==> src/rtl/amrd_pkg.sv <==
// Shared types for the asynchronous memory read controller.
// Assumes nothing beyond the IEEE 1800-2017 language.
package amrd_pkg;

    typedef enum logic [2:0] {
        ST_IDLE,   // waiting for a request
        ST_RUN,    // counting toward the next access point
        ST_HOLD,   // counter frozen by WAIT
        ST_DLY,    // extra delay after WAIT release
        ST_TAIL    // remaining cycle after the last word
    } amrd_state_e;

    localparam int NUM_STB = 3;   // chip-select, address-valid, output-enable
    localparam int STB_CS  = 0;
    localparam int STB_ADV = 1;
    localparam int STB_OE  = 2;

endpackage

==> src/rtl/amrd_tick_gen.sv <==
// Divides the functional clock into interface ticks.
// Emits one tick every cfg_div+1 clocks. clr holds the phase at zero,
// so that the first tick after clr drops lands cfg_div+1 clocks later.
// Assumes cfg_div is stable while clr is low.
module amrd_tick_gen #(
    parameter int DIV_W = 2
) (
    input  logic             clk,
    input  logic             rst_n,
    input  logic             clr,
    input  logic [DIV_W-1:0] cfg_div,
    output logic             tick
);
    logic [DIV_W-1:0] phase;

    assign tick = (phase == cfg_div);

    // phase counter, restarted on clr or after each tick
    always_ff @(posedge clk) begin
        if (!rst_n)            phase <= '0;
        else if (clr || tick)  phase <= '0;
        else                   phase <= phase + 1'b1;
    end


    tick_gap_chk: assert property (@(posedge clk) disable iff (!rst_n)
        (tick && !clr && cfg_div != '0) |=> (!tick || cfg_div == '0));

endmodule

==> src/rtl/amrd_wait_sync.sv <==
// Brings the asynchronous active-low WAIT pin into the clock domain
// through a fixed pipeline of STAGES flops. Output is active high.
// Assumes the pin is glitch-free relative to the flop settling time.
module amrd_wait_sync #(
    parameter int STAGES = 2
) (
    input  logic clk,
    input  logic rst_n,
    input  logic wait_n,
    output logic wait_act
);
    logic [STAGES-1:0] pipe;

    // shift the pin through the pipeline, reset to inactive
    always_ff @(posedge clk) begin
        if (!rst_n) pipe <= '1;
        else        pipe <= {pipe[STAGES-2:0], wait_n};
    end

    assign wait_act = !pipe[STAGES-1];

    generate
        if (STAGES == 2) begin : g_chk2
            logic [1:0] warm;
            // count two clocks out of reset before comparing history
            always_ff @(posedge clk) begin
                if (!rst_n)            warm <= '0;
                else if (warm != 2'd2) warm <= warm + 1'b1;
            end

            wait_pipe_chk: assert property (@(posedge clk) disable iff (!rst_n)
                (warm == 2'd2) |-> (wait_act == !$past(wait_n, 2)));
        end
    endgenerate

endmodule

==> src/rtl/amrd_strobe_win.sv <==
// Decodes one active-low strobe from the timing count.
// The strobe is low while active and t_on <= count < t_off.
// Purely combinational; assumes t_on and t_off fit the count width.
module amrd_strobe_win #(
    parameter int TW = 6
) (
    input  logic          active,
    input  logic [TW-1:0] tcnt,
    input  logic [TW-1:0] t_on,
    input  logic [TW-1:0] t_off,
    output logic          strobe_n
);
    // window compare
    always_comb begin
        strobe_n = !(active && (tcnt >= t_on) && (tcnt < t_off));
    end

endmodule

==> src/rtl/amrd_wait_ctrl.sv <==
// Asynchronous single and page read controller with WAIT handling.
// Accepts a request while idle and runs a timing counter in interface
// ticks. The counter freezes while WAIT is seen at an access point,
// captures each word (after an optional delay once WAIT is released)
// and aborts with an error after a timeout.
// Assumes configuration is stable during an access, cfg_page_step >= 1,
// and cfg_cycle at least two ticks past the last access point.
module amrd_wait_ctrl
    import amrd_pkg::*;
#(
    parameter int AW    = 10,
    parameter int DW    = 16,
    parameter int TW    = 6,
    parameter int TOW   = 8,
    parameter int DIV_W = 2,
    parameter int PW    = 2,
    parameter int DLY_W = 2
) (
    input  logic             clk,
    input  logic             rst_n,
    input  logic [DIV_W-1:0] cfg_div,
    input  logic [TW-1:0]    cfg_cs_on,
    input  logic [TW-1:0]    cfg_cs_off,
    input  logic [TW-1:0]    cfg_adv_on,
    input  logic [TW-1:0]    cfg_adv_off,
    input  logic [TW-1:0]    cfg_oe_on,
    input  logic [TW-1:0]    cfg_oe_off,
    input  logic [TW-1:0]    cfg_access,
    input  logic [TW-1:0]    cfg_page_step,
    input  logic [TW-1:0]    cfg_cycle,
    input  logic [PW-1:0]    cfg_words,
    input  logic [DLY_W-1:0] cfg_wait_dly,
    input  logic [TOW-1:0]   cfg_timeout,
    input  logic             req_valid,
    input  logic [AW-1:0]    req_addr,
    output logic             req_ready,
    output logic             rsp_valid,
    output logic [DW-1:0]    rsp_data,
    output logic             rsp_err,
    output logic [AW-1:0]    mem_addr,
    output logic             mem_cs_n,
    output logic             mem_adv_n,
    output logic             mem_oe_n,
    input  logic [DW-1:0]    mem_data_in,
    input  logic             mem_wait_n
);
    amrd_state_e      state;
    logic [TW-1:0]    tcnt;
    logic [TW-1:0]    acc_pt;
    logic [PW-1:0]    word;
    logic [AW-1:0]    base;
    logic [DLY_W-1:0] dly_cnt;
    logic [TOW-1:0]   to_cnt;
    logic             tick;
    logic             wait_act;
    logic             cap_now;
    logic             last_word;
    logic             cyc_done;
    logic             busy;

    logic [NUM_STB-1:0][TW-1:0] on_t;
    logic [NUM_STB-1:0][TW-1:0] off_t;
    logic [NUM_STB-1:0]         stb_n;

    assign busy      = (state != ST_IDLE);
    assign req_ready = !busy;
    assign last_word = (word == cfg_words);
    assign cyc_done  = ({1'b0, tcnt} + 1'b1) >= {1'b0, cfg_cycle};
    assign mem_addr  = base + AW'(word);

    amrd_tick_gen #(.DIV_W(DIV_W)) u_tick (
        .clk     (clk),
        .rst_n   (rst_n),
        .clr     (!busy),
        .cfg_div (cfg_div),
        .tick    (tick)
    );

    amrd_wait_sync #(.STAGES(2)) u_wsync (
        .clk      (clk),
        .rst_n    (rst_n),
        .wait_n   (mem_wait_n),
        .wait_act (wait_act)
    );

    assign on_t[STB_CS]   = cfg_cs_on;
    assign off_t[STB_CS]  = cfg_cs_off;
    assign on_t[STB_ADV]  = cfg_adv_on;
    assign off_t[STB_ADV] = cfg_adv_off;
    assign on_t[STB_OE]   = cfg_oe_on;
    assign off_t[STB_OE]  = cfg_oe_off;

    generate
        for (genvar g = 0; g < NUM_STB; g++) begin : g_stb
            amrd_strobe_win #(.TW(TW)) u_win (
                .active   (busy),
                .tcnt     (tcnt),
                .t_on     (on_t[g]),
                .t_off    (off_t[g]),
                .strobe_n (stb_n[g])
            );
        end
    endgenerate

    assign mem_cs_n  = stb_n[STB_CS];
    assign mem_adv_n = stb_n[STB_ADV];
    assign mem_oe_n  = stb_n[STB_OE];

    // decide whether the data bus is captured on this tick
    always_comb begin
        cap_now = 1'b0;
        if (tick) begin
            case (state)
                ST_RUN:  cap_now = (tcnt == acc_pt) && !wait_act;
                ST_HOLD: cap_now = !wait_act && (cfg_wait_dly == '0);
                ST_DLY:  cap_now = (dly_cnt == cfg_wait_dly);
                default: cap_now = 1'b0;
            endcase
        end
    end

    // access sequencer: counters, state and response register
    always_ff @(posedge clk) begin
        if (!rst_n) begin
            state     <= ST_IDLE;
            tcnt      <= '0;
            acc_pt    <= '0;
            word      <= '0;
            base      <= '0;
            dly_cnt   <= '0;
            to_cnt    <= '0;
            rsp_valid <= 1'b0;
            rsp_err   <= 1'b0;
            rsp_data  <= '0;
        end else begin
            rsp_valid <= 1'b0;
            rsp_err   <= 1'b0;
            if (cap_now) begin
                rsp_valid <= 1'b1;
                rsp_data  <= mem_data_in;
                tcnt      <= tcnt + 1'b1;
                if (last_word) begin
                    state <= ST_TAIL;
                end else begin
                    state  <= ST_RUN;
                    word   <= word + 1'b1;
                    acc_pt <= acc_pt + cfg_page_step;
                end
            end else if (tick || state == ST_IDLE) begin
                case (state)
                    ST_IDLE: begin
                        if (req_valid) begin
                            base   <= req_addr;
                            tcnt   <= '0;
                            acc_pt <= cfg_access;
                            word   <= '0;
                            state  <= ST_RUN;
                        end
                    end
                    ST_RUN: begin
                        if (tcnt == acc_pt) begin
                            state  <= ST_HOLD;
                            to_cnt <= '0;
                        end else begin
                            tcnt <= tcnt + 1'b1;
                        end
                    end
                    ST_HOLD: begin
                        if (!wait_act) begin
                            state   <= ST_DLY;
                            dly_cnt <= DLY_W'(1);
                        end else if (to_cnt == cfg_timeout) begin
                            state     <= ST_IDLE;
                            rsp_valid <= 1'b1;
                            rsp_err   <= 1'b1;
                        end else begin
                            to_cnt <= to_cnt + 1'b1;
                        end
                    end
                    ST_DLY:  dly_cnt <= dly_cnt + 1'b1;
                    ST_TAIL: begin
                        if (cyc_done) state <= ST_IDLE;
                        else          tcnt  <= tcnt + 1'b1;
                    end
                    default: state <= ST_IDLE;
                endcase
            end
        end
    end


    hold_freeze_chk: assert property (@(posedge clk) disable iff (!rst_n)
        (state == ST_HOLD && $past(state) == ST_HOLD) |-> (tcnt == $past(tcnt)));


    err_from_hold_chk: assert property (@(posedge clk) disable iff (!rst_n)
        rsp_err |-> (rsp_valid && $past(state) == ST_HOLD));


    idle_strobes_chk: assert property (@(posedge clk) disable iff (!rst_n)
        req_ready |-> (mem_cs_n && mem_adv_n && mem_oe_n));


    rsp_on_tick_chk: assert property (@(posedge clk) disable iff (!rst_n)
        rsp_valid |-> $past(tick));

endmodule

==> config.mk <==
export PLATFORM = sky130hd
export DESIGN_NAME = amrd_wait_ctrl
export DESIGN_NICKNAME = d
export VERILOG_FILES = /design/src/rtl/amrd_pkg.sv /design/src/rtl/amrd_tick_gen.sv /design/src/rtl/amrd_wait_sync.sv /design/src/rtl/amrd_strobe_win.sv /design/src/rtl/amrd_wait_ctrl.sv
export SDC_FILE = /design/constraint.sdc
export NUM_CORES = 1
export LEC_CHECK = 0
export BUFFER_PORTS_ARGS = -buffer_cell sky130_fd_sc_hd__clkbuf_2
export CORE_ASPECT_RATIO = 0.9
export CORE_MARGIN = 1.5
export CORE_UTILIZATION = 35
export DETAILED_ROUTE_END_ITERATION = 12
export SLEW_MARGIN = 20
export SYNTH_ARGS = -nofsm -noshare
export SYNTH_HDL_FRONTEND = slang
export SYNTH_SLANG_ARGS = --single-unit
==> constraint.sdc <==
create_clock -name clk -period 3.7 [get_ports clk]
set_input_delay 0.555 -clock clk [delete_from_list [all_inputs] [get_ports clk]]
set_output_delay 0.555 -clock clk [all_outputs]
set_load 0.05 [all_outputs]
=== Word-level counts from Yosys, hierarchy flattened ===
Index checks and enable logic that the tools add are counted.

* Equality and inequality tests: 21
* Add/subtract/negate cells: 8
* Order comparisons: 7
* Reduce and logical (&&, ||, !) cells: 31
* Bitwise operators: 2
* Multiplexer cells: 38

{| class="wikitable"
|+ Operators with widths
! operator !! count
|-
| 6-bit 2-to-1 mux || 10
|-
| 3-bit 2-to-1 mux || 8
|-
| 8-bit 2-to-1 mux || 3
|-
| 6-bit >= comparator || 3
|-
| 6-bit < comparator || 3
|-
| 6-bit one-hot mux with 3 select lines || 1
|-
| 8-bit one-hot mux with 2 select lines || 1
|-
| 3-bit inequality test, second input constant || 5
|-
| 3-bit one-hot mux with 5 select lines || 1
|-
| 2-bit 2-to-1 mux || 6
|-
| 4-bit AND reduction || 3
|-
| 6-bit AND reduction || 2
|-
| 10-bit by 2-bit adder with 10-bit output || 1
|-
| 2-bit inequality test, second input constant || 5
|-
| 2-bit nonzero test || 5
|-
| 8-bit by 1-bit adder with 8-bit output, second input constant || 1
|-
| 8-bit equality test || 1
|-
| 1-bit logical AND || 8
|-
| 6-bit by 1-bit adder with 7-bit output, second input constant || 1
|-
| 7-bit by 6-bit >= comparator with 1-bit output || 1
|-
| 2-bit by 1-bit adder with 2-bit output, second input constant || 3
|-
| 6-bit by 1-bit adder with 6-bit output, second input constant || 1
|-
| 6-bit adder || 1
|-
| 2-bit equality test || 3
|-
| 18 further kinds || 30
|}

* Word-level logic and storage cells: 119
* Flip-flop bits (word level): 59
* Bits of input ports: 98
* Output and inout bits: 32

=== Depth between registers and ports, before layout ===
Gate-level depths: netlist of the first run.

* Depth after elaboration: 6
* Gate-level depth with buffers: 13
* Gate-level depth less buffers: 11

=== Hierarchy ===
From an unflattened synthesis of the first run, not the netlist that was laid out.

* Cells, all modules: 533
* Area, all modules: 4383.0 sq um

{| class="wikitable"
|+ By module, submodules not included
! module !! seq. area each (sq um) !! times used !! area each (sq um) !! cells each
|-
| amrd_wait_ctrl || 1101.1 || 1 || 3344.5 || 401
|-
| amrd_strobe_win || 0.0 || 3 || 289.0 || 38
|-
| amrd_tick_gen || 40.0 || 1 || 115.1 || 13
|-
| amrd_wait_sync || 40.0 || 1 || 56.3 || 5
|}

=== Worst setup path before layout of the first run ===
OpenSTA, ideal clock, no wires.

* Kind: input -> output
* Start point: input port cfg_adv_off[1]
* End point: output port mem_adv_n
* Arrival time: 2.225 ns
* Stages on the path: 8
* Required time: 3.145 ns
* Path slack: 0.920 ns
* Buffers on the path: 0
* Cell sequence: inv_1 > ha_1 > a21o_1 > a21o_1 > a21oi_1 > nor2b_1 > o21ai_0 > or4b_2

* Longest elaborated chain between the ends: 3

{| class="wikitable"
|+ RTL lines
! item !! line !! RTL
|-
| start, declared || amrd_wait_ctrl.sv:25 || <nowiki>input logic [TW-1:0] cfg_adv_off,</nowiki>
|-
| 6-bit < comparator || amrd_strobe_win.sv:15 || <nowiki>strobe_n = !(active && (tcnt >= t_on) && (tcnt < t_off));</nowiki>
|-
| 1-bit logical AND || amrd_strobe_win.sv:15 ||
|-
| 1-bit logical NOT || amrd_strobe_win.sv:15 ||
|-
| end, declared || amrd_wait_ctrl.sv:42 || <nowiki>output logic mem_adv_n,</nowiki>
|}

Every way passes these cells.

=== Worst setup path after layout of the first run ===
* Start point: register tcnt[1]
* End point: output port mem_oe_n

* Longest elaborated chain between the ends: 4

{| class="wikitable"
|+ RTL lines
! item !! line !! RTL
|-
| start, declared || amrd_wait_ctrl.sv:48 || <nowiki>logic [TW-1:0] tcnt;</nowiki>
|-
| start signal, assigned || amrd_wait_ctrl.sv:141 || <nowiki>tcnt <= tcnt + 1'b1;</nowiki>
|-
| start signal, assigned || amrd_wait_ctrl.sv:165 || <nowiki>tcnt <= tcnt + 1'b1;</nowiki>
|-
| start signal, assigned || amrd_wait_ctrl.sv:183 || <nowiki>else tcnt <= tcnt + 1'b1;</nowiki>
|-
| 6-bit >= comparator || amrd_strobe_win.sv:15 ||
|-
| 1-bit logical AND || amrd_strobe_win.sv:15 ||
|-
| 1-bit logical AND (*) || amrd_strobe_win.sv:15 ||
|-
| 1-bit logical NOT (*) || amrd_strobe_win.sv:15 ||
|-
| end, declared || amrd_wait_ctrl.sv:43 || <nowiki>output logic mem_oe_n,</nowiki>
|}

Every way passes the cells marked *; elsewhere a longest branch is shown, timed or not.

==> out/results.ini, run 1 <==
[outcome]
outcome = complete, no violations

[floorplan]
design.die.area_mm2 = 0.0126
core_mm2 = 0.0116
start_util_pct = 36.2
core.rowCount = 37
ioPinCount = 130
fp.dieH_um = 107
die_width_um = 118

[synthesis]
yosys.area_share.simple_pct = 21.4
yosys_most_used_dff = sky130_fd_sc_hd__dfxtp_1
synth_warnings = 0
syn-instance-count = 530
synth_area_per_cell_um2 = 7.91
synth_enable_flop_cells = 0
synth_compound_area_share_pct = 19.0
ys_seq_elements = 59
async_flop_share_pct = 0
synth-seq-area-share_pct = 28.2
yosys.area_share.adder_pct = 15.3
main_combinational_cell_family_by_area_after_synthesis = simple AND/OR/NAND/NOR gates
yosysUniqueCellTypes = 59
synth.mux.area_fraction_pct = 0.239
syn-num-nets = 678
mappedNetlistArea_mm2 = 0.00419
yosys.area_share.xor_xnor_pct = 8.35

[setup_path]
timing.critical_path.from_type = flip-flop
rrSetupSlack_ps = 550
cp_common_cell = sky130_fd_sc_hd__a21o_1
regToRegStartpoint = tcnt[1]
timing.critical_path.required_ps = 3140
worst_ep_arrival_ps = 2790
path_class = reg -> out
crit_path_max_fanout = 11
path_buf_inv = 1
critPathSlowestCell = sky130_fd_sc_hd__or4b_2
cp_slowest_stage_delay_ps = 600
r2r_cells = 11
timing.rr.end = tcnt[1]
crit_path_cell_trace = ha_1, a21o_1, a21o_1, a21oi_1, nor2b_1, o21ai_0, or4b_2, clkbuf_2
cp_top_family = simple AND/OR/NAND/NOR gates
worstSetupEndpointType = output pin

[drt]
routed_via_density = 4.91
routed-via-count = 3986
total_wirelength_mm = 10.6
average_routed_wire_per_standard_cell_um = 13.1
ant_nets = 0
post-route-drc-count = 0
detail_route.iter0.violations = 174
first_pass_iters = 4

[grt]
grt_first_pass_wirelength_mm = 17.6
gr-usage-all-layers_pct = 17.0
grt.met1_usage_pct = 20.9
layer_with_the_highest_usage = met2
overflow = 0
maximum_number_of_pins_on_one_net_before_global_route_repair = 30
antenna_found_initial = 0
grt_util_met2_pct = 30.3
vias_in_the_first_global_route = 3843
use_met3_pct = 3.88

[timing]
timing.slew.headroom_pct = 53.3
final.setup_skew_ps = 4.74
timing.fmax_mhz = 299
smallest_setup_slack_after_layout_ps = 354
crit_path_time_final_ps = 3350
hold_violations = 0
final-setup-viol-count = 0
finalHoldWorstSlack_ps = 406
worst-slew-pin-transition_ps = 696
slew_violations = 0
rsz_0062_raised_after_global_routing = no
setup_total_negative_slack_ps = 0
timing.final.crit_share_pct = 90.4

[hold_path]
hold-path-cell-count = 1
min-delay-path-class = reg -> reg
hp-start = u_wsync.pipe[0]
hold_end = u_wsync.pipe[1]

[cells_and_area]
filler_cells_inserted = 1173
layout.cell_area.non_filler_mm2 = 0.00525
layout-area-overhead-vs-synth_pct = 25.1
antenna_cells = 0
final_nets = 799
layout-drive-gt1-share_pct = 24.7

[placed_design]
gp_routability_congestion = 0.842
port-buffer-count = 129
dp_worst_setup_slack_ps = 577
dp_hpwl_mm = 8.27
place_area_mm2 = 0.00495

[clocking]
postCtsSetupBuffers = 0
clkSlewWorstSetupHoldPaths_ps = 50
clock_sink_count = 59
htree_levels = 3
post_cts_hold_buffer_count = 0
cts_tree = built
clk_path_buf_depth = 2
worst_skew_pair.late_latency_ps = 320
clockRootBuffer = sky130_fd_sc_hd__clkbuf_16
cts_buf_count = 9
post_cts_resized = 0

[power_and_ir_drop]
p_per_cell_area_mw_per_mm2 = 494
ir_worst_vdd_mv = 0.316
p_clk_share_pct = 31.9
p_seq_share_pct = 31.3
internal_mw = 1.61
power_frac_comb_pct = 36.8
power_leakage_nw = 2.63
net-switching-power_mw = 0.979
switching_share_pct = 37.7

[run]
cap_violations = 0

[area by class of cell]
class,count,area [um^2],share of cell area (%)
Sequential cell,59,1180,22.5
Tap cell,156,195,3.72
Multi-Input combinational cell,397,2700,51.4
Clock buffer,13,260,4.96
Clock inverter,2,35.0,0.668
Timing Repair Buffer,134,683,13.0
Inverter,50,193,3.67
[power by group through the flow]
stage / Clock, mW / Sequential, mW / Combinational (mW)
final: 0.828 / 0.811 / 0.955
after global routing: 0.869 / 0.824 / 1.06
after CTS: 0.846 / 0.810 / 0.959
after detailed placement: 0 / 0.823 / 0.955
after global placement: 0 / 0.819 / 0.940
after floorplan: 0 / 0.813 / 0.749
[cells in the final DEF, fill, tap and decap left out, types with 5 or more instances in the layout]
master	count
sky130_fd_sc_hd__nand2_1	91
sky130_fd_sc_hd__o21a_1	5
sky130_fd_sc_hd__nand2b_1	11
sky130_fd_sc_hd__clkbuf_16	9
sky130_fd_sc_hd__or3_1	5
sky130_fd_sc_hd__a311oi_1	5
sky130_fd_sc_hd__a21o_1	22
sky130_fd_sc_hd__o211ai_1	5
sky130_fd_sc_hd__nor2b_1	5
sky130_fd_sc_hd__and2_1	5
sky130_fd_sc_hd__dfxtp_1	59
sky130_fd_sc_hd__clkbuf_2	129
sky130_fd_sc_hd__buf_4	5
sky130_fd_sc_hd__nor3_1	6
sky130_fd_sc_hd__inv_1	49
sky130_fd_sc_hd__nor2_1	27
sky130_fd_sc_hd__nand3_1	11
sky130_fd_sc_hd__o21ai_0	11
sky130_fd_sc_hd__ha_1	48
sky130_fd_sc_hd__xnor2_1	33
sky130_fd_sc_hd__xor2_1	7
sky130_fd_sc_hd__a21oi_1	42
[Yosys cell counts, types with 5 or more instances]
cell type | n | area, um^2
sky130_fd_sc_hd__clkbuf_1 | 13 | 48.8
sky130_fd_sc_hd__or3_1 | 5 | 31.3
sky130_fd_sc_hd__and2_1 | 5 | 31.3
sky130_fd_sc_hd__ha_1 | 48 | 601
sky130_fd_sc_hd__nor2_1 | 27 | 101
sky130_fd_sc_hd__nor3_1 | 6 | 30.0
sky130_fd_sc_hd__nand2b_1 | 11 | 68.8
sky130_fd_sc_hd__nand2_1 | 91 | 342
sky130_fd_sc_hd__inv_1 | 49 | 184
sky130_fd_sc_hd__xor2_1 | 7 | 61.3
sky130_fd_sc_hd__nor2b_1 | 5 | 31.3
sky130_fd_sc_hd__o21a_1 | 5 | 37.5
sky130_fd_sc_hd__a311oi_1 | 5 | 43.8
sky130_fd_sc_hd__buf_2 | 7 | 35.0
sky130_fd_sc_hd__dfxtp_1 | 59 | 1180
sky130_fd_sc_hd__a21o_1 | 22 | 165
sky130_fd_sc_hd__a21oi_1 | 42 | 210
sky130_fd_sc_hd__nand3_1 | 11 | 55.1
sky130_fd_sc_hd__o211ai_1 | 5 | 37.5
sky130_fd_sc_hd__xnor2_1 | 33 | 289
sky130_fd_sc_hd__o21ai_0 | 11 | 55.1
[worst reg2reg max path, cell delays in order, from the launching register on]
cell                        delay [ps]
sky130_fd_sc_hd__dfxtp_1           580
sky130_fd_sc_hd__ha_1              360
sky130_fd_sc_hd__nand3_1           120
sky130_fd_sc_hd__xnor2_1           180
sky130_fd_sc_hd__ha_1              200
sky130_fd_sc_hd__nand2_1            60
sky130_fd_sc_hd__o2111ai_1         130
sky130_fd_sc_hd__o22a_1            220
sky130_fd_sc_hd__a2111oi_0         340
sky130_fd_sc_hd__o21ai_1           310
sky130_fd_sc_hd__or3b_1            430
sky130_fd_sc_hd__a21oi_1           140
[through the flow]
| step | total power, mW | std cells | utilization (%) |
|---|---|---|---|
| after floorplan | 1.56 | 530 | - |
| after global placement | 1.76 | 796 | 42.8 |
| after detailed placement | 1.78 | 796 | 42.8 |
| after CTS | 2.61 | 811 | 45.3 |
| after global routing | 2.75 | 811 | 45.3 |
| final | 2.59 | 811 | 45.3 |
[worst max-delay path by stage]
stage	from	endpoint	slack [ps]	depth (start not counted)
after floorplan	cfg_adv_off[1]	mem_adv_n	920	8
after global placement	tcnt[1]	tcnt[1]	630	11
after detailed placement	tcnt[1]	tcnt[1]	580	11
after CTS	tcnt[1]	mem_oe_n	330	8
after global routing	tcnt[1]	mem_adv_n	180	8
final	tcnt[1]	mem_oe_n	350	8
[cell families (layout without fill, tap and decap cells)]
group,after synthesis,in the layout
compound gates,117,117
xor+xnor,40,40
flops,59,59
simple gates,189,189
mux,1,1
fa+ha+maj,50,50
buf+inv,74,199
[registers in the layout (all words and copies together), names as in the netlist]
register / count
base: 10
rsp_err: 1
acc_pt: 6
state: 3
word: 2
to_cnt: 8
dly_cnt: 2
rsp_data: 16
rsp_valid: 1
u_wsync.pipe: 2
tcnt: 6
u_tick.phase: 2
[routing by layer]
| metal | share of wire, % | wire, um |
|---|---|---|
| met1 | 44 | 4710 |
| met2 | 50 | 5260 |
| met3 | 5.0 | 535 |
| met4 | 1.2 | 124 |
| met5 | 0 | 0 |
(Power assumes the default switching activity.)
==> run 2, diff against run 1 <==
--- a/config.mk
+++ b/config.mk
@@ -10,6 +10,7 @@
 export CORE_MARGIN = 1.5
 export CORE_UTILIZATION = 35
 export DETAILED_ROUTE_END_ITERATION = 12
+export PLACE_DENSITY_LB_ADDON = 0.3
 export SLEW_MARGIN = 20
 export SYNTH_ARGS = -nofsm -noshare
 export SYNTH_HDL_FRONTEND = slang
==> out/results.ini, run 2 (synthesized netlist as in run 1, its figures left out) <==
[outcome]
outcome = complete, no violations

[placed_design]
place_area_mm2 = 0.00493
port-buffer-count = 129
gp_routability_congestion = 0.851
dp_hpwl_mm = 8.30
dp_worst_setup_slack_ps = 575

[grt]
vias_in_the_first_global_route = 3920
gr-usage-all-layers_pct = 17.3
antenna_found_initial = 0
overflow = 0
maximum_number_of_pins_on_one_net_before_global_route_repair = 30
grt_first_pass_wirelength_mm = 17.8

[power_and_ir_drop]
power_leakage_nw = 2.60
switching_share_pct = 38.6
ir_worst_vdd_mv = 0.208
power_frac_comb_pct = 37.1
p_clk_share_pct = 31.3
p_per_cell_area_mw_per_mm2 = 491
net-switching-power_mw = 0.990
finalPower_mw = 2.56
p_seq_share_pct = 31.6
internal_mw = 1.57

[floorplan]
core.rowCount = 37
start_util_pct = 36.2
ioPinCount = 130
die_width_um = 118
core_mm2 = 0.0116
fp.dieH_um = 107
design.die.area_mm2 = 0.0126

[timing]
setup_total_negative_slack_ps = 0
finalHoldWorstSlack_ps = 406
worst-slew-pin-transition_ps = 691
final-setup-viol-count = 0
timing.fmax_mhz = 295
slew_violations = 0
final.setup_skew_ps = 8.61
timing.final.crit_share_pct = 91.5
timing.slew.headroom_pct = 53.6
rsz_0062_raised_after_global_routing = no
smallest_setup_slack_after_layout_ps = 315
hold_violations = 0
crit_path_time_final_ps = 3390

[setup_path]
timing.critical_path.required_ps = 3140
worst_ep_arrival_ps = 2830
worstSetupEndpointType = output pin
crit_path_max_fanout = 11
path_class = reg -> out
timing.critical_path.from_type = flip-flop
r2r_cells = 11

[drt]
post-route-drc-count = 0
first_pass_iters = 6
total_wirelength_mm = 10.8
average_routed_wire_per_standard_cell_um = 13.4
routed_via_density = 4.94
routed-via-count = 3994
detail_route.iter0.violations = 159
ant_nets = 0

[cells_and_area]
layout.cell_area.non_filler_mm2 = 0.00522
top_register = rsp_data
layout-area-overhead-vs-synth_pct = 24.4
layout-drive-gt1-share_pct = 24.7
largest_reg_flops = 16
biggestRegsByFlops = rsp_data (16), base (10), to_cnt (8)
final_nets = 797
filler_cells_inserted = 1202
most-common-layout-cells = 129 x sky130_fd_sc_hd__clkbuf_2, 91 x sky130_fd_sc_hd__nand2_1, 59 x sky130_fd_sc_hd__dfxtp_1
mostFrequentLayoutCell = sky130_fd_sc_hd__clkbuf_2
total_area_of_multi_input_combinational_cells_mm2 = 0.00270
register_area_mm2 = 0.00118
antenna_cells = 0

[run]
cap_violations = 0

[clocking]
postCtsSetupBuffers = 0
cts_tree = built
post_cts_hold_buffer_count = 0
clk_path_buf_depth = 2
clkSlewWorstSetupHoldPaths_ps = 50
cts_buf_count = 9
clockRootBuffer = sky130_fd_sc_hd__clkbuf_16
clock_sink_count = 59
htree_levels = 3
post_cts_resized = 0
worst_skew_pair.late_latency_ps = 330

[hold_path]
min-delay-path-class = in -> reg
hold-path-cell-count = 2

==> run 2: cell types whose count changed in the layout (fill, tap and decap cells not counted), sizes merged <==
cell,before,now
clkinvlp,0,2
buf,5,3
clkbuf,142,139
clkinv,2,3
==> run 2: per-layer routing <==
metal | GRT usage (%) | part of all wire (%)
met3 | 3.51 | 4.2
met2 | 31.2 | 50
met1 | 20.8 | 45
met5 | 0 | 0
met4 | 5.16 | 1.4
==> run 2: critical path: stages (launching register included) <==
cell                       delay [ps]
sky130_fd_sc_hd__dfxtp_1          580
sky130_fd_sc_hd__ha_1             310
sky130_fd_sc_hd__a21o_1           150
sky130_fd_sc_hd__a21o_1           170
sky130_fd_sc_hd__a21oi_1          220
sky130_fd_sc_hd__nor2b_1           70
sky130_fd_sc_hd__o21ai_0          130
sky130_fd_sc_hd__or4b_2           610
sky130_fd_sc_hd__clkbuf_2         260
==> run 2: stage by stage <==
| stage | cells | utilization, % |
|---|---|---|
| final | 809 | 45.1 |
| after CTS | 809 | 45.1 |
| after global placement | 794 | 42.6 |
| after detailed placement | 794 | 42.6 |
| after global routing | 809 | 45.1 |
| after floorplan | 530 | - |
==> run 2: worst paths after layout <==
| check | slack, ps | endpoint | startpoint |
|---|---|---|---|
| max reg2reg | 540 | tcnt[1] | tcnt[1] |
| min | 410 | u_wsync.pipe[0] | mem_wait_n |
| max | 310 | mem_cs_n | tcnt[1] |
| min reg2reg | 410 | u_wsync.pipe[1] | u_wsync.pipe[0] |
==> run 2: power groups by stage <==
stage	logic [mW]	clock network, mW	registers (mW)
final	0.952	0.802	0.811
after global routing	1.06	0.850	0.824
after CTS	0.958	0.824	0.811
after detailed placement	0.954	0	0.823
after global placement	0.932	0	0.818
after floorplan	0.749	0	0.813
==> run 2: area by class of cell <==
type	instances	area share (%)
sequential	59	22.6
timing repair buffer	132	12.8
clock inverter	5	1.05
clock buffer	10	4.39
multi-input combinational	397	51.7
tap	156	3.74
inverter	50	3.69
==> run 3, diff against run 2 <==
--- a/config.mk
+++ b/config.mk
@@ -8,9 +8,9 @@
 export BUFFER_PORTS_ARGS = -buffer_cell sky130_fd_sc_hd__clkbuf_2
 export CORE_ASPECT_RATIO = 0.9
 export CORE_MARGIN = 1.5
-export CORE_UTILIZATION = 35
+export CORE_UTILIZATION = 52
 export DETAILED_ROUTE_END_ITERATION = 12
-export PLACE_DENSITY_LB_ADDON = 0.3
+export PLACE_DENSITY = 0.81
 export SLEW_MARGIN = 20
 export SYNTH_ARGS = -nofsm -noshare
 export SYNTH_HDL_FRONTEND = slang
==> out/results.ini, run 3 (synthesized netlist as in run 1, its figures left out) <==
[outcome]
outcome = complete, no violations

[clocking]
postCtsSetupBuffers = 0
clock_sink_count = 59
clockRootBuffer = sky130_fd_sc_hd__clkbuf_8
cts_buf_count = 9
post_cts_hold_buffer_count = 0
post_cts_resized = 0
worst_skew_pair.late_latency_ps = 340
clk_path_buf_depth = 2
cts_tree = built
htree_levels = 3
clkSlewWorstSetupHoldPaths_ps = 70

[timing]
timing.fmax_mhz = 294
timing.slew.headroom_pct = 56.5
crit_path_time_final_ps = 3400
rsz_0062_raised_after_global_routing = no
final.setup_skew_ps = 9.79
final-setup-viol-count = 0
setup_total_negative_slack_ps = 0
finalHoldWorstSlack_ps = 394
worst-slew-pin-transition_ps = 648
timing.final.crit_share_pct = 91.9
slew_violations = 0
hold_violations = 0

[floorplan]
fp.dieH_um = 88.2
design.die.area_mm2 = 0.00861
core.rowCount = 30
core_mm2 = 0.00769
ioPinCount = 130
start_util_pct = 54.5
die_width_um = 97.7

[hold_path]
hp-start = mem_wait_n
hold-path-cell-count = 2
min-delay-path-class = in -> reg

[drt]
routed-via-count = 3990
routed_via_density = 5.32
post-route-drc-count = 0
average_routed_wire_per_standard_cell_um = 13.7
total_wirelength_mm = 10.3
detail_route.iter0.violations = 166
first_pass_iters = 5
ant_nets = 0

[cells_and_area]
layout-drive-gt1-share_pct = 24.9
biggestRegsByFlops = rsp_data (16), base (10), to_cnt (8)
final_nets = 799
mostFrequentLayoutCell = sky130_fd_sc_hd__clkbuf_2
filler_cells_inserted = 641
top_register = rsp_data
most-common-layout-cells = 129 x sky130_fd_sc_hd__clkbuf_2, 91 x sky130_fd_sc_hd__nand2_1, 59 x sky130_fd_sc_hd__dfxtp_1
largest_reg_flops = 16
antenna_cells = 0
layout-area-overhead-vs-synth_pct = 21.0

[setup_path]
timing.critical_path.from_type = flip-flop
path_class = reg -> out
critPathLaunch = tcnt[0]
timing.critical_path.required_ps = 3140
rrSetupSlack_ps = 520
regToRegStartpoint = tcnt[1]
r2r_cells = 11
worst_ep_arrival_ps = 2840
crit_path_max_fanout = 11
worstSetupEndpointType = output pin

[grt]
maximum_number_of_pins_on_one_net_before_global_route_repair = 30
overflow = 0
vias_in_the_first_global_route = 3888
antenna_found_initial = 0
gr-usage-all-layers_pct = 24.3
grt_first_pass_wirelength_mm = 17.0

[power_and_ir_drop]
p_per_cell_area_mw_per_mm2 = 467
power_leakage_nw = 2.58
ir_worst_vdd_mv = 0.324

[placed_design]
port-buffer-count = 129
dp_hpwl_mm = 7.99
gp_routability_congestion = 0.905

[run]
cap_violations = 0

## run 3: path summary, 6_finish.rpt
check | endpoint
min | u_wsync.pipe[0]
min reg2reg | u_wsync.pipe[1]
max | mem_adv_n
max reg2reg | tcnt[1]
## run 3: where the power goes
group / internal (mW) / total [mW] / switching [mW]
clock: 0.357 / 0.601 / 0.244
sequential: 0.708 / 0.812 / 0.104
combinational: 0.351 / 0.955 / 0.605
## run 3: final cells by class
type	instances	area, um^2	area share [%]
Clock inverter	2	35.0	0.690
Timing Repair Buffer	134	683	13.5
Inverter	50	193	3.80
Tap cell	96	120	2.37
Clock buffer	12	165	3.25
Sequential cell	59	1180	23.3
Multi-Input combinational cell	397	2700	53.2
## run 3: metrics by stage
step / setup WS, ps / instances / power (mW) / area [um^2] / utilization [%]
floorplan: 920 / 530 / 1.56 / 4190 / -
global placement: 679 / 736 / 1.73 / 4870 / 63.3
detailed placement: 513 / 736 / 1.77 / 4870 / 63.3
CTS: 274 / 750 / 2.37 / 5070 / 66.0
global route: 113 / 750 / 2.51 / 5070 / 66.0
finish: 301 / 750 / 2.37 / 5070 / 66.0
## run 3: worst max-delay path, cell delays in order (launching register included)
cell and delay (ps):
sky130_fd_sc_hd__dfxtp_1 590, sky130_fd_sc_hd__inv_1 160, sky130_fd_sc_hd__ha_1 290, sky130_fd_sc_hd__nand2b_1 90, sky130_fd_sc_hd__a21o_1 100, sky130_fd_sc_hd__a21o_1 100
sky130_fd_sc_hd__a21o_1 120, sky130_fd_sc_hd__a21o_1 110, sky130_fd_sc_hd__a21oi_1 60, sky130_fd_sc_hd__or4b_2 620, sky130_fd_sc_hd__clkbuf_2 260
## run 3: metal layers
layer	global-route usage, %	up-vias	share of wire (%)	wire [um]
li1	-	2046	-	-
met1	29.4	1811	43	4460
met2	43.8	118	50	5140
met3	5.27	15	5.5	562
met4	7.53	0	1.1	118
met5	0	-	0	0
